<file path="config.mk">
export PLATFORM = sky130hd
export DESIGN_NAME = sdram_boot_seq
export DESIGN_NICKNAME = d
export VERILOG_FILES = /design/src/rtl/sdram_boot_pkg.sv /design/src/rtl/sdram_boot_timer.sv /design/src/rtl/sdram_boot_steps.sv /design/src/rtl/sdram_boot_cmd_out.sv /design/src/rtl/sdram_boot_seq.sv
export SDC_FILE = /design/constraint.sdc
export NUM_CORES = 1
export LEC_CHECK = 0
export BUFFER_PORTS_ARGS = -buffer_cell sky130_fd_sc_hd__buf_4
export CELL_PAD_IN_SITES_DETAIL_PLACEMENT = 1
export CELL_PAD_IN_SITES_GLOBAL_PLACEMENT = 1
export CORE_MARGIN = 3
export CORE_UTILIZATION = 30
export CTS_BUF_LIST = sky130_fd_sc_hd__clkbuf_16
export DETAILED_ROUTE_END_ITERATION = 6
export PLACE_DENSITY_LB_ADDON = 0.08
export SYNTH_ARGS = -nofsm -noshare
export SYNTH_HDL_FRONTEND = slang
export SYNTH_SLANG_ARGS = --single-unit
</file>
<file path="constraint.sdc">
create_clock -name clk -period 4.4 [get_ports clk]
set_input_delay 0.22 -clock clk [delete_from_list [all_inputs] [get_ports clk]]
set_output_delay 0.22 -clock clk [all_outputs]
set_load 0.01 [all_outputs]
</file>
<file path="src/rtl/sdram_boot_pkg.sv">
package sdram_boot_pkg;
   // pin code: {cs_n, ras_n, cas_n, we_n}
   typedef enum logic [3:0] {
      CMD_REGSET = 4'b0000,
      CMD_REFR   = 4'b0001,
      CMD_PREALL = 4'b0010,
      CMD_IDLE   = 4'b0111
   } sdram_cmd_e;

   typedef enum logic [1:0] {
      STEP_PRE,
      STEP_REFR,
      STEP_MODE,
      STEP_EXT
   } boot_step_e;
endpackage

</file>
<file path="src/rtl/sdram_boot_timer.sv">
module sdram_boot_timer #(
   parameter int CNT_W = 16,
   parameter int START = 1
) (
   input  logic             clk,
   input  logic             rst_n,
   input  logic             load,
   input  logic [CNT_W-1:0] load_val,
   output logic             expired
);
   logic [CNT_W-1:0] cnt_q;

   always_ff @(posedge clk or negedge rst_n) begin
      if (!rst_n)             cnt_q <= CNT_W'(START);
      else if (load)          cnt_q <= load_val;
      else if (cnt_q != '0)   cnt_q <= cnt_q - 1'b1;
   end

   assign expired = (cnt_q == '0);
endmodule

</file>
<file path="src/rtl/sdram_boot_steps.sv">
module sdram_boot_steps
   import sdram_boot_pkg::*;
#(
   parameter int N_REFRESH     = 2,
   parameter int REFRESH_FIRST = 1,
   parameter int IDX_W         = 3
) (
   input  logic       clk,
   input  logic       rst_n,
   input  logic       advance,
   output boot_step_e kind,
   output logic       last,
   output logic       past_first
);
   localparam int NSTEP = N_REFRESH + 3;

   logic [IDX_W-1:0] idx_q;

   always_ff @(posedge clk or negedge rst_n) begin
      if (!rst_n)        idx_q <= '0;
      else if (advance)  idx_q <= idx_q + 1'b1;
   end

   assign last       = (idx_q == IDX_W'(NSTEP - 1));
   assign past_first = (idx_q != '0);

   generate
      if (REFRESH_FIRST != 0) begin : g_refresh_first
         always_comb begin
            if (idx_q == '0)                          kind = STEP_PRE;
            else if (idx_q <= IDX_W'(N_REFRESH))      kind = STEP_REFR;
            else if (idx_q == IDX_W'(N_REFRESH + 1))  kind = STEP_MODE;
            else                                      kind = STEP_EXT;
         end
      end else begin : g_regs_first
         always_comb begin
            if (idx_q == '0)               kind = STEP_PRE;
            else if (idx_q == IDX_W'(1))   kind = STEP_MODE;
            else if (idx_q == IDX_W'(2))   kind = STEP_EXT;
            else                           kind = STEP_REFR;
         end
      end
   endgenerate
endmodule

</file>
<file path="src/rtl/sdram_boot_cmd_out.sv">
module sdram_boot_cmd_out
   import sdram_boot_pkg::*;
#(
   parameter int ADDR_W  = 12,
   parameter int BA_W    = 2,
   parameter int MODE_BA = 0,
   parameter int EXT_BA  = 2
) (
   input  logic              clk,
   input  logic              rst_n,
   input  logic              issue,
   input  boot_step_e        kind,
   input  logic              past_first,
   input  logic [ADDR_W-1:0] mode_word,
   input  logic [ADDR_W-1:0] ext_word,
   output logic              cs_n,
   output logic              ras_n,
   output logic              cas_n,
   output logic              we_n,
   output logic [ADDR_W-1:0] addr,
   output logic [BA_W-1:0]   ba,
   output logic              dqm
);
   localparam logic [ADDR_W-1:0] PRE_ALL_ADDR = ADDR_W'(1) << 10;

   sdram_cmd_e        cmd_q;
   logic [ADDR_W-1:0] addr_q;
   logic [BA_W-1:0]   ba_q;
   logic              dqm_q;

   always_ff @(posedge clk or negedge rst_n) begin
      if (!rst_n) begin
         cmd_q  <= CMD_IDLE;
         addr_q <= '0;
         ba_q   <= '0;
         dqm_q  <= 1'b1;
      end else begin
         dqm_q  <= ~past_first;
         cmd_q  <= CMD_IDLE;
         addr_q <= '0;
         ba_q   <= '0;
         if (issue) begin
            unique case (kind)
               STEP_PRE: begin
                  cmd_q  <= CMD_PREALL;
                  addr_q <= PRE_ALL_ADDR;
               end
               STEP_REFR: cmd_q <= CMD_REFR;
               STEP_MODE: begin
                  cmd_q  <= CMD_REGSET;
                  addr_q <= mode_word;
                  ba_q   <= BA_W'(MODE_BA);
               end
               STEP_EXT: begin
                  cmd_q  <= CMD_REGSET;
                  addr_q <= ext_word;
                  ba_q   <= BA_W'(EXT_BA);
               end
               default: cmd_q <= CMD_IDLE;
            endcase
         end
      end
   end

   assign {cs_n, ras_n, cas_n, we_n} = cmd_q;
   assign addr = addr_q;
   assign ba   = ba_q;
   assign dqm  = dqm_q;
endmodule

</file>
<file path="src/rtl/sdram_boot_seq.sv">
module sdram_boot_seq
   import sdram_boot_pkg::*;
#(
   parameter int CLK_MHZ       = 200,
   parameter int PAUSE_US      = 200,
   parameter int T_RP          = 3,
   parameter int T_RC          = 10,
   parameter int T_RSC         = 2,
   parameter int N_REFRESH     = 2,
   parameter int REFRESH_FIRST = 1,
   parameter int ADDR_W        = 12,
   parameter int BA_W          = 2,
   parameter int MODE_BA       = 0,
   parameter int EXT_BA        = 2
) (
   input  logic              clk,
   input  logic              rst_n,
   input  logic [2:0]        cfg_cas_lat,
   input  logic              cfg_wrap,
   input  logic [2:0]        cfg_burst,
   input  logic [ADDR_W-8:0] cfg_opt,
   input  logic [ADDR_W-1:0] cfg_ext,
   output logic              cs_n,
   output logic              ras_n,
   output logic              cas_n,
   output logic              we_n,
   output logic [ADDR_W-1:0] addr,
   output logic [BA_W-1:0]   ba,
   output logic              cke,
   output logic              dqm,
   output logic              init_done
);
   localparam int PAUSE_CYC = CLK_MHZ * PAUSE_US;
   localparam int MAX_A     = (PAUSE_CYC > T_RP) ? PAUSE_CYC : T_RP;
   localparam int MAX_B     = (T_RC > T_RSC) ? T_RC : T_RSC;
   localparam int MAX_WAIT  = (MAX_A > MAX_B) ? MAX_A : MAX_B;
   localparam int CNT_W     = $clog2(MAX_WAIT + 1);
   localparam int NSTEP     = N_REFRESH + 3;
   localparam int IDX_W     = $clog2(NSTEP);

   generate
      if (ADDR_W < 12)        begin : g_bad_addr  $error("ADDR_W must be at least 12"); end
      if (BA_W < 1)           begin : g_bad_ba    $error("BA_W must be at least 1"); end
      if (PAUSE_CYC < 1)      begin : g_bad_pause $error("pause must be at least one cycle"); end
      if (T_RP < 1)           begin : g_bad_rp    $error("T_RP must be at least 1"); end
      if (T_RC < 1)           begin : g_bad_rc    $error("T_RC must be at least 1"); end
      if (T_RSC < 2)          begin : g_bad_rsc   $error("T_RSC must be at least 2"); end
      if (N_REFRESH < 2)      begin : g_bad_nref  $error("N_REFRESH must be at least 2"); end
      if (MODE_BA >= (1 << BA_W) || EXT_BA >= (1 << BA_W))
                              begin : g_bad_sel   $error("bank select value does not fit BA_W"); end
   endgenerate

   boot_step_e        step_kind;
   logic              step_last;
   logic              step_past_first;
   logic              expired;
   logic              fire;
   logic              tail_q;
   logic              done_q;
   logic [CNT_W-1:0]  wait_val;
   logic [ADDR_W-1:0] mode_word;

   assign fire = expired & ~tail_q & ~done_q;

   always_comb begin
      unique case (step_kind)
         STEP_PRE:  wait_val = CNT_W'(T_RP - 1);
         STEP_REFR: wait_val = CNT_W'(T_RC - 1);
         default:   wait_val = CNT_W'(T_RSC - 1);
      endcase
   end

   assign mode_word = {cfg_opt, cfg_cas_lat, cfg_wrap, cfg_burst};

   always_ff @(posedge clk or negedge rst_n) begin
      if (!rst_n) begin
         tail_q <= 1'b0;
         done_q <= 1'b0;
      end else begin
         if (fire && step_last)  tail_q <= 1'b1;
         if (tail_q && expired)  done_q <= 1'b1;
      end
   end

   sdram_boot_timer #(
      .CNT_W (CNT_W),
      .START (PAUSE_CYC)
   ) u_timer (
      .clk      (clk),
      .rst_n    (rst_n),
      .load     (fire),
      .load_val (wait_val),
      .expired  (expired)
   );

   sdram_boot_steps #(
      .N_REFRESH     (N_REFRESH),
      .REFRESH_FIRST (REFRESH_FIRST),
      .IDX_W         (IDX_W)
   ) u_steps (
      .clk        (clk),
      .rst_n      (rst_n),
      .advance    (fire & ~step_last),
      .kind       (step_kind),
      .last       (step_last),
      .past_first (step_past_first)
   );

   sdram_boot_cmd_out #(
      .ADDR_W  (ADDR_W),
      .BA_W    (BA_W),
      .MODE_BA (MODE_BA),
      .EXT_BA  (EXT_BA)
   ) u_out (
      .clk        (clk),
      .rst_n      (rst_n),
      .issue      (fire),
      .kind       (step_kind),
      .past_first (step_past_first),
      .mode_word  (mode_word),
      .ext_word   (cfg_ext),
      .cs_n       (cs_n),
      .ras_n      (ras_n),
      .cas_n      (cas_n),
      .we_n       (we_n),
      .addr       (addr),
      .ba         (ba),
      .dqm        (dqm)
   );

   assign cke       = 1'b1;
   assign init_done = done_q;
endmodule

</file>
* Word-level counts from Yosys, hierarchy flattened *
Index checks and enable logic that the tools add are counted.

storage, ports and cells
  register bits after elaboration = 40
  latch bits = 0
  bits in writable memories = 0
  ROM bits = 0
  output and inout port bits = 21
  logic and storage cells = 44
  memories = 0

cells by class
  add/sub/neg operators = 2
  multipliers = 0
  divide/modulo/power cells = 0
  $lt $le $gt $ge = 1
  eq/ne operators = 5
  shift operators = 0
  multiplexer cells = 12
  bitwise operators = 7
  reductions and logical operators = 9

operators by type and width
  operator                                                        count
  one-hot mux 12 bit (3 select lines)                             1
  2-to-1 mux 16 bit                                               2
  zero test 16 bit                                                1
  nonzero test 16 bit                                             1
  subtractor 16 x 1 -> 16 bit, second input constant              1
  2-to-1 mux 12 bit                                               1
  one-hot mux 4 bit (3 select lines)                              1
  2-to-1 mux 2 bit                                                4
  one-hot mux 4 bit (2 select lines)                              1
  == test 2 bit, second input constant                            2
  2-to-1 mux 4 bit                                                1
  inverter 1 bit                                                  4
  adder 3 x 1 -> 3 bit, second input constant                     1
  AND 1 bit                                                       3
  == test 3 x 2 -> 1 bit, second input constant                   1
  == test 3 bit, second input constant                            1
  less-or-equal comparator 3 x 2 -> 1 bit, second input constant  1
  zero test 3 bit                                                 1
  nonzero test 3 bit                                              1
  == test 2 x 1 -> 1 bit, second input constant                   1
  logical AND 1 bit                                               2
  zero test 2 bit                                                 1
  nonzero test 2 bit                                              1
  OR reduction 2 bit                                              1
  2-to-1 mux 1 bit                                                1

* Logic depth before layout (Yosys ltp) *
Gate-level depths: netlist of run 1.

  depth in word-level cells = 8
  mapped depth = 8
  depth with buffers taken out = 6

* Modules after synthesis *
From an unflattened synthesis of run 1, not the netlist that was laid out.

unflattened totals
  cells, all modules = 194
  area, all modules = 2024.4 um2

modules (own cells, without submodules)
  module              times used  cells each  area each (um2)  sequential area each (um2)
  sdram_boot_timer    1           104         1012.2           406.6
  sdram_boot_cmd_out  1           55          690.7            430.4
  sdram_boot_steps    1           21          200.2            75.1
  sdram_boot_seq      1           14          121.4            50.0

* Least setup slack after synthesis of run 1 *
OpenSTA, ideal clock, no wires.

  path kind = reg2reg
  from = register u_timer.cnt_q[0]
  to = register u_timer.cnt_q[0]
  setup time = 0.124 ns
  data arrival time = 2.006 ns
  data required time = 4.276 ns
  slack = 2.270 ns
  stages on the path, launching flop included = 8
  buffers on the path = 2
  clock period less this slack = 2.130 ns
  path through = dfrtp_1 inv_1 ha_1 or4b_1 buf_2 or4_4 buf_6 o31a_1

between the ends
  cells in the longest elaborated chain, start to end = 4
  elaborated cells between the ends (all ways) = 8
  those cells by class = 1 x add/sub; 2 x mux; 2 x bitwise; 3 x reduce/logical

RTL lines
  element                                                                              line                    source
  start: declaration                                                                   sdram_boot_timer.sv:11  logic [CNT_W-1:0] cnt_q;
  start signal: assignment                                                             sdram_boot_timer.sv:14  if (!rst_n) cnt_q <= CNT_W'(START);
  start signal: assignment                                                             sdram_boot_timer.sv:15  else if (load) cnt_q <= load_val;
  start signal: assignment                                                             sdram_boot_timer.sv:16  else if (cnt_q != '0) cnt_q <= cnt_q - 1'b1;
  parallel branches: the longest is 4 deep, another holds subtractor 16 x 1 -> 16 bit  --

Several ways; the timed one is not identified. The select of a mux whose other input is x is not followed.
A chain may end at the register's enable or synchronous reset.

* Worst setup path after layout of run 1 *
  from = register u_timer.cnt_q[0]
  to = register u_steps.idx_q[1]

between the ends
  cells in the longest elaborated chain, start to end = 4

RTL lines
  element                 line                    source
  zero test 16 bit        sdram_boot_timer.sv:19  assign expired = (cnt_q == '0);
  AND 1 bit (2 in a row)  sdram_boot_seq.sv:63    assign fire = expired & ~tail_q & ~done_q;
  AND 1 bit               sdram_boot_seq.sv:103   .advance (fire & ~step_last),
  end signal: assignment  sdram_boot_steps.sv:21  else if (advance) idx_q <= idx_q + 1'b1;
  end: declaration        sdram_boot_steps.sv:17  logic [IDX_W-1:0] idx_q;

Every way passes these cells.

==> qor.yml, run 1 <==
yosysMostFrequentCell: "dfrtp_1"
crit_chain: "inv_1, ha_1, or4b_1, nor4_1, nand3_1, mux2_2"
ff2ff_setup_slack_ns: 2.02
cts_made_buffers: 5
cp_max_fo: 8
die-area_um2: 7030
setup_viol: 0
globalRouteOverflowTotal: 0
dpl.hpwl_um: 3200
final_area_um2: 2360
coreArea_um2: 5680
ys_seq_area_frac: 0.530
yosys.area.top_type: "dfrtp_1"
cts_setup_buffers: 0
seq_area_um2: 962
root_buffer: "clkbuf_16"
routabilityCongestion: 0.818
synth_area_per_cell_um2: 11.0
ys_types: 38
syn_inst: 165
synth.area.top_cells: "dfrtp_1 40%, dfstp_2 13%, mux2i_1 8.8%"
critical_path.max_stage_delay_ns: 0.59
clock_latency_ns: 0.28
rows: 27
rsz0062_at_grt: "no"
critical_path_class: "register to register"
r2r-end: "u_steps.idx_q[1]"
syn-cell-area_um2: 1820
critical-path-top-delay-family: "simple AND/OR/NAND/NOR gates"
synth-async-reset-ratio: 1.00
cts_buffer_depth: 2
hold_path_depth: 3
cp.arrival_ns: 2.54
first_pass_iters: 3
drt-total-wl_um: 4340
layout-drive-gt1-share: 0.319
p_leak_nw: 1.14
final.period_utilization: 0.541
setup.worst_path.end_class: "register"
cts.clk_slew.worst_paths_ns: 0.06
syn_to_final_growth_pct: 29.8
critPathRequiredTime_ns: 4.56
tns_ns: 0
pwr_density_cell_nw_per_um2: 331
synth_edf_count: 0
yosysTopAreaCellShare: 0.399
grt_pass1_vias: 1506
hp-start: "cfg_ext[5]"
utilization: 0.416
ff2ff_path_depth: 6
critPathBufInv: 1
report.final.slew_viol_count: 0
r2r_start: "u_timer.cnt_q[0]"
postRouteAntennaNets: 0
worst_pin_slew_ns: 0.874
drc: 0
start_util: 0.320
post-route-min-period_ns: 2.38
drt_iter0_markers: 32
die_w_um: 83.8
ys.flop_type: "dfrtp_1"
h-tree-depth: 2
peakVddDrop_v: 0.000170
antenna_found_initial: 0
portBuffers: 43
slew_headroom: 0.412
grt_pass1_wl_um: 7560
nNetsFinal: 241
hold_end: "u_out.addr[5]"
placed_area_um2: 2180
multiInputGateArea_um2: 774
vias_per_cell: 4.74
finalHoldViolations: 0
insertedDiodeCount: 0
synth_seq_cells: 38
yosys-top-cells-count: "29 x dfrtp_1, 19 x nor2_1, 16 x mux2i_1"
start_kind: "register"
status: "complete, no violations"
grt_max_degree: 39
cts_sinks: 38
fmax_mhz: 420
finClkSkew_ns: 0.00298
synth_warnings: 0
vias: 1336
cpMaxStageDelayCell: "or4b_1"
cap_violations: 0
die_h_um: 83.8
cts_tree: "yes"
wl_per_cell_um: 15.4
pin_count: 47
fillers: 649
gr-usage-all-layers: 0.133
worstHoldPathType: "input pin to register"
## cell families (layout without fill, tap and decap cells)
group	Yosys count	after routing	share of synthesized area
AOI/OAI and AO/OA	17	17	0.0620
xor gates and xnor gates	9	9	0.0434
adders and majority gates	6	6	0.0413
buffers and inverters	17	61	0.0461
DFF	38	38	0.530
muxes	17	17	0.0944
other	2	3	0.00413
and+or+nand+nor	59	59	0.179
## cell type report
type / count / share of cell area
Clock buffer: 5 / 0.0531
Clock inverter: 3 / 0.0170
Inverter: 9 / 0.0143
Multi-Input combinational cell: 111 / 0.328
Sequential cell: 38 / 0.408
Tap cell: 72 / 0.0382
Timing Repair Buffer: 44 / 0.141
## registers in the layout (all words and copies together) (netlist names)
register	flops
init_done	1
u_out.dqm	1
u_timer.cnt_q	16
u_out.ba	1
u_out.addr	12
u_out.cmd_q	3
u_steps.idx_q	3
tail_q	1
## through the flow
| stage | hold slack, ns | power [mW] | instances | setup WS (ns) |
|---|---|---|---|---|
| floorplan | -0.0756 | 0.362 | 166 | 2.27 |
| global placement | 0.222 | 0.384 | 273 | 2.15 |
| detailed placement | 0.226 | 0.385 | 273 | 2.01 |
| CTS | 0.180 | 0.795 | 282 | 2.01 |
| global route | 0.187 | 0.810 | 282 | 1.79 |
| finish | 0.184 | 0.781 | 282 | 2.02 |
## worst register-to-register path, stage by stage, from the launching register on
cell,delay (ns)
dfrtp_1,0.43
inv_1,0.10
ha_1,0.14
or4b_1,0.59
nor4_1,0.47
nand3_1,0.22
mux2_2,0.32
## per-layer routing
metal | GRT usage | up-vias | wire, um
met1 | 0.173 | 650 | 2010
met3 | 0.0365 | 4 | 195
met4 | 0.0307 | 0 | 28
met2 | 0.221 | 32 | 2110
li1 | - | 650 | -
met5 | 0 | - | 0
## power breakdown
group	switching (mW)	internal [mW]	leakage, nW	total [mW]
Clock	0.136	0.265	0.0836	0.402
Combinational	0.0126	0.0165	0.568	0.0291
Sequential	0	0.350	0.483	0.350
Total	0.149	0.632	1.14	0.781
## cell usage in the layout, fill, tap and decap left out, drive strengths merged
master / Yosys / routed
bufinv: 0 / 1
or3b: 1 / 1
nor4: 4 / 4
mux2: 1 / 1
dfrtp: 29 / 29
clkbuf: 3 / 5
xnor2: 6 / 6
or3: 1 / 1
o311ai: 1 / 1
a21oi: 2 / 2
o2bb2ai: 1 / 1
o31ai: 3 / 3
or4b: 1 / 1
nor2b: 1 / 1
dlygate4sd3: 0 / 1
o21bai: 1 / 1
buf: 5 / 43
inv: 9 / 9
nand3: 6 / 6
nand4b: 1 / 1
nor3: 3 / 3
o21ai: 6 / 6
conb: 2 / 3
clkinv: 0 / 2
or2: 3 / 3
ha: 6 / 6
nand3b: 4 / 4
xor2: 3 / 3
dfstp: 9 / 9
nor2: 19 / 19
nor3b: 1 / 1
or4: 5 / 5
nand2b: 1 / 1
o31a: 2 / 2
a21o: 1 / 1
mux2i: 16 / 16
nand2: 8 / 8
## timing repair
| item | CTS | global route |
|---|---|---|
| hold buffers | 1 | 0 |
| gates resized for setup | 0 | 0 |
| hold endpoints to repair | 29 | 0 |
## how the worst max path moves through the flow
stage                           startpoint               end  slack [ns]  cells past startpoint
after floorplan           u_timer.cnt_q[0]  u_timer.cnt_q[0]        2.27                      7
after global placement    u_timer.cnt_q[0]  u_steps.idx_q[1]        2.15                      6
after detailed placement  u_timer.cnt_q[0]  u_steps.idx_q[1]        2.01                      6
after CTS                 u_timer.cnt_q[0]  u_steps.idx_q[1]        2.01                      6
after global routing      u_timer.cnt_q[0]  u_steps.idx_q[1]        1.79                      6
final                     u_timer.cnt_q[0]  u_steps.idx_q[1]        2.02                      6
Power figures use the tool's default switching activity.
==> run 2: changes to the inputs <==
Clock period 4.4 ns to 1.9 ns, I/O delays scaled along.
==> qor.yml, run 2 (synthesized netlist as in run 1, its figures left out) <==
grt_max_degree: 39
hold_ws_ns: 0.0615
largest_register_ffs: 16
layout-drive-gt1-share: 0.473
die_w_um: 83.8
drt-total-wl_um: 4780
clock_latency_ns: 0.28
pwr_density_cell_nw_per_um2: 623
report.final.slew_viol_count: 0
wl_per_cell_um: 15.3
antenna_found_initial: 0
cap_violations: 0
critPathRequiredTime_ns: 2.06
post-route-min-period_ns: 1.97
syn_to_final_growth_pct: 47.5
status: "complete, but fails checks"
die-area_um2: 7030
rows: 27
top_layer: "met4"
insertedDiodeCount: 0
dpl.hpwl_um: 3490
cpMaxStageDelayCell: "or4b_4"
critPathBufInv: 1
cts.clk_slew.worst_paths_ns: 0.06
coreArea_um2: 5680
finalHoldViolations: 0
power_mw: 1.67
worstHoldPathType: "input pin to register"
top_register: "u_timer.cnt_q"
globalRouteOverflowTotal: 0
p_leak_nw: 1.31
start_kind: "register"
setup_viol: 4
nNetsFinal: 272
finClkSkew_ns: 0.00536
postRouteAntennaNets: 0
h-tree-depth: 2
crit_chain: "inv_2, ha_2, or4b_4, or4_4, o31a_1"
grt_pass1_vias: 1552
vias: 1497
cts_sinks: 38
fillers: 667
cp.arrival_ns: 2.14
rsz0062_at_grt: "yes"
met2_length_um: 2430
first_pass_iters: 4
violations: "setup timing"
start_util: 0.320
cp_max_fo: 5
cts_tree: "yes"
critical_path_class: "register to register"
cts_buffer_depth: 2
routed-wl-met3_um: 187
grt_pass1_wl_um: 7460
pin_count: 47
root_buffer: "clkbuf_16"
peakVddDrop_v: 0.000396
drt_iter0_markers: 23
drc: 0
gr-usage-all-layers: 0.134
final.period_utilization: 1.04
die_h_um: 83.8
portBuffers: 43
drt-met1-wl_um: 2120
setup.worst_path.end_class: "register"
critical-path-top-delay-family: "simple AND/OR/NAND/NOR gates"
vias_per_cell: 4.78
mostFrequentLayoutCells: "69 x buf_4, 29 x dfrtp_1, 17 x nor2_1"
fmax_mhz: 507
critical_path.max_stage_delay_ns: 0.50
layout_commonest_cell: "buf_4"
routabilityCongestion: 0.811
cts_made_buffers: 5
finalWorstSetupSlack_ns: -0.0720
run 2: report_power, final:
| group | total [mW] | switching [mW] | internal, mW | leakage, nW |
|---|---|---|---|---|
| logic | 0.0666 | 0.0285 | 0.0382 | 0.756 |
| registers | 0.811 | 0 | 0.811 | 0.483 |
| clock network | 0.793 | 0.314 | 0.478 | 0.0672 |
| total | 1.67 | 0.343 | 1.33 | 1.31 |
run 2: repair_timing:
action,in CTS,in global routing
pin swaps,0,3
buffers inserted,0,4
cloned,0,1
hold endpoints to repair,29,0
gates resized for setup,9,20
endpoints found under the setup margin,24,30
hold buffers,1,0
run 2: worst paths after layout:
kind / from / endpoint / slack (ns) / cells after the start
setup / recovery: u_timer.cnt_q[0] / u_timer.cnt_q[0] / -0.07 / 5
hold reg to reg: u_timer.cnt_q[7] / u_timer.cnt_q[7] / 0.47 / 1
setup reg to reg: u_timer.cnt_q[0] / u_timer.cnt_q[0] / -0.07 / 5
max in group asynchronous: rst_n / u_timer.cnt_q[6] / 1.21 / 2
min in group asynchronous: rst_n / u_timer.cnt_q[8] / 0.32 / 2
hold / removal: cfg_ext[5] / u_out.addr[5] / 0.06 / 3
run 2: cell type report:
class / instances / area (um2) / area share
inverters: 9 / 33.8 / 0.0126
multi-input cells: 112 / 880 / 0.328
clock inverters: 3 / 16.3 / 0.00607
flip-flops and latches: 38 / 962 / 0.359
well taps: 72 / 90.1 / 0.0336
clock buffers: 5 / 125 / 0.0467
repair buffers: 74 / 573 / 0.214
run 2: layer usage:
layer / vias to the layer above / GRT usage
li1: 717 / -
met1: 747 / 0.171
met2: 29 / 0.221
met3: 4 / 0.0395
met4: 0 / 0.0395
met5: - / 0
run 2: per-stage QoR:
step | instance area [um2] | setup WS [ns] | util | setup TNS, ns | cells
floorplan | 1830 | -0.198 | - | -1.03 | 166
global placement | 2380 | -0.0778 | 0.420 | -0.219 | 299
detailed placement | 2380 | -0.0866 | 0.420 | -0.530 | 299
CTS | 2560 | -0.0774 | 0.451 | -0.266 | 308
global route | 2680 | -0.159 | 0.472 | -1.77 | 313
finish | 2680 | -0.0720 | 0.472 | -0.132 | 313
run 2: worst reg2reg max path, stage by stage (launching register included):
cell	delay, ns
dfrtp_1	0.40
inv_2	0.07
ha_2	0.14
or4b_4	0.50
or4_4	0.49
o31a_1	0.26
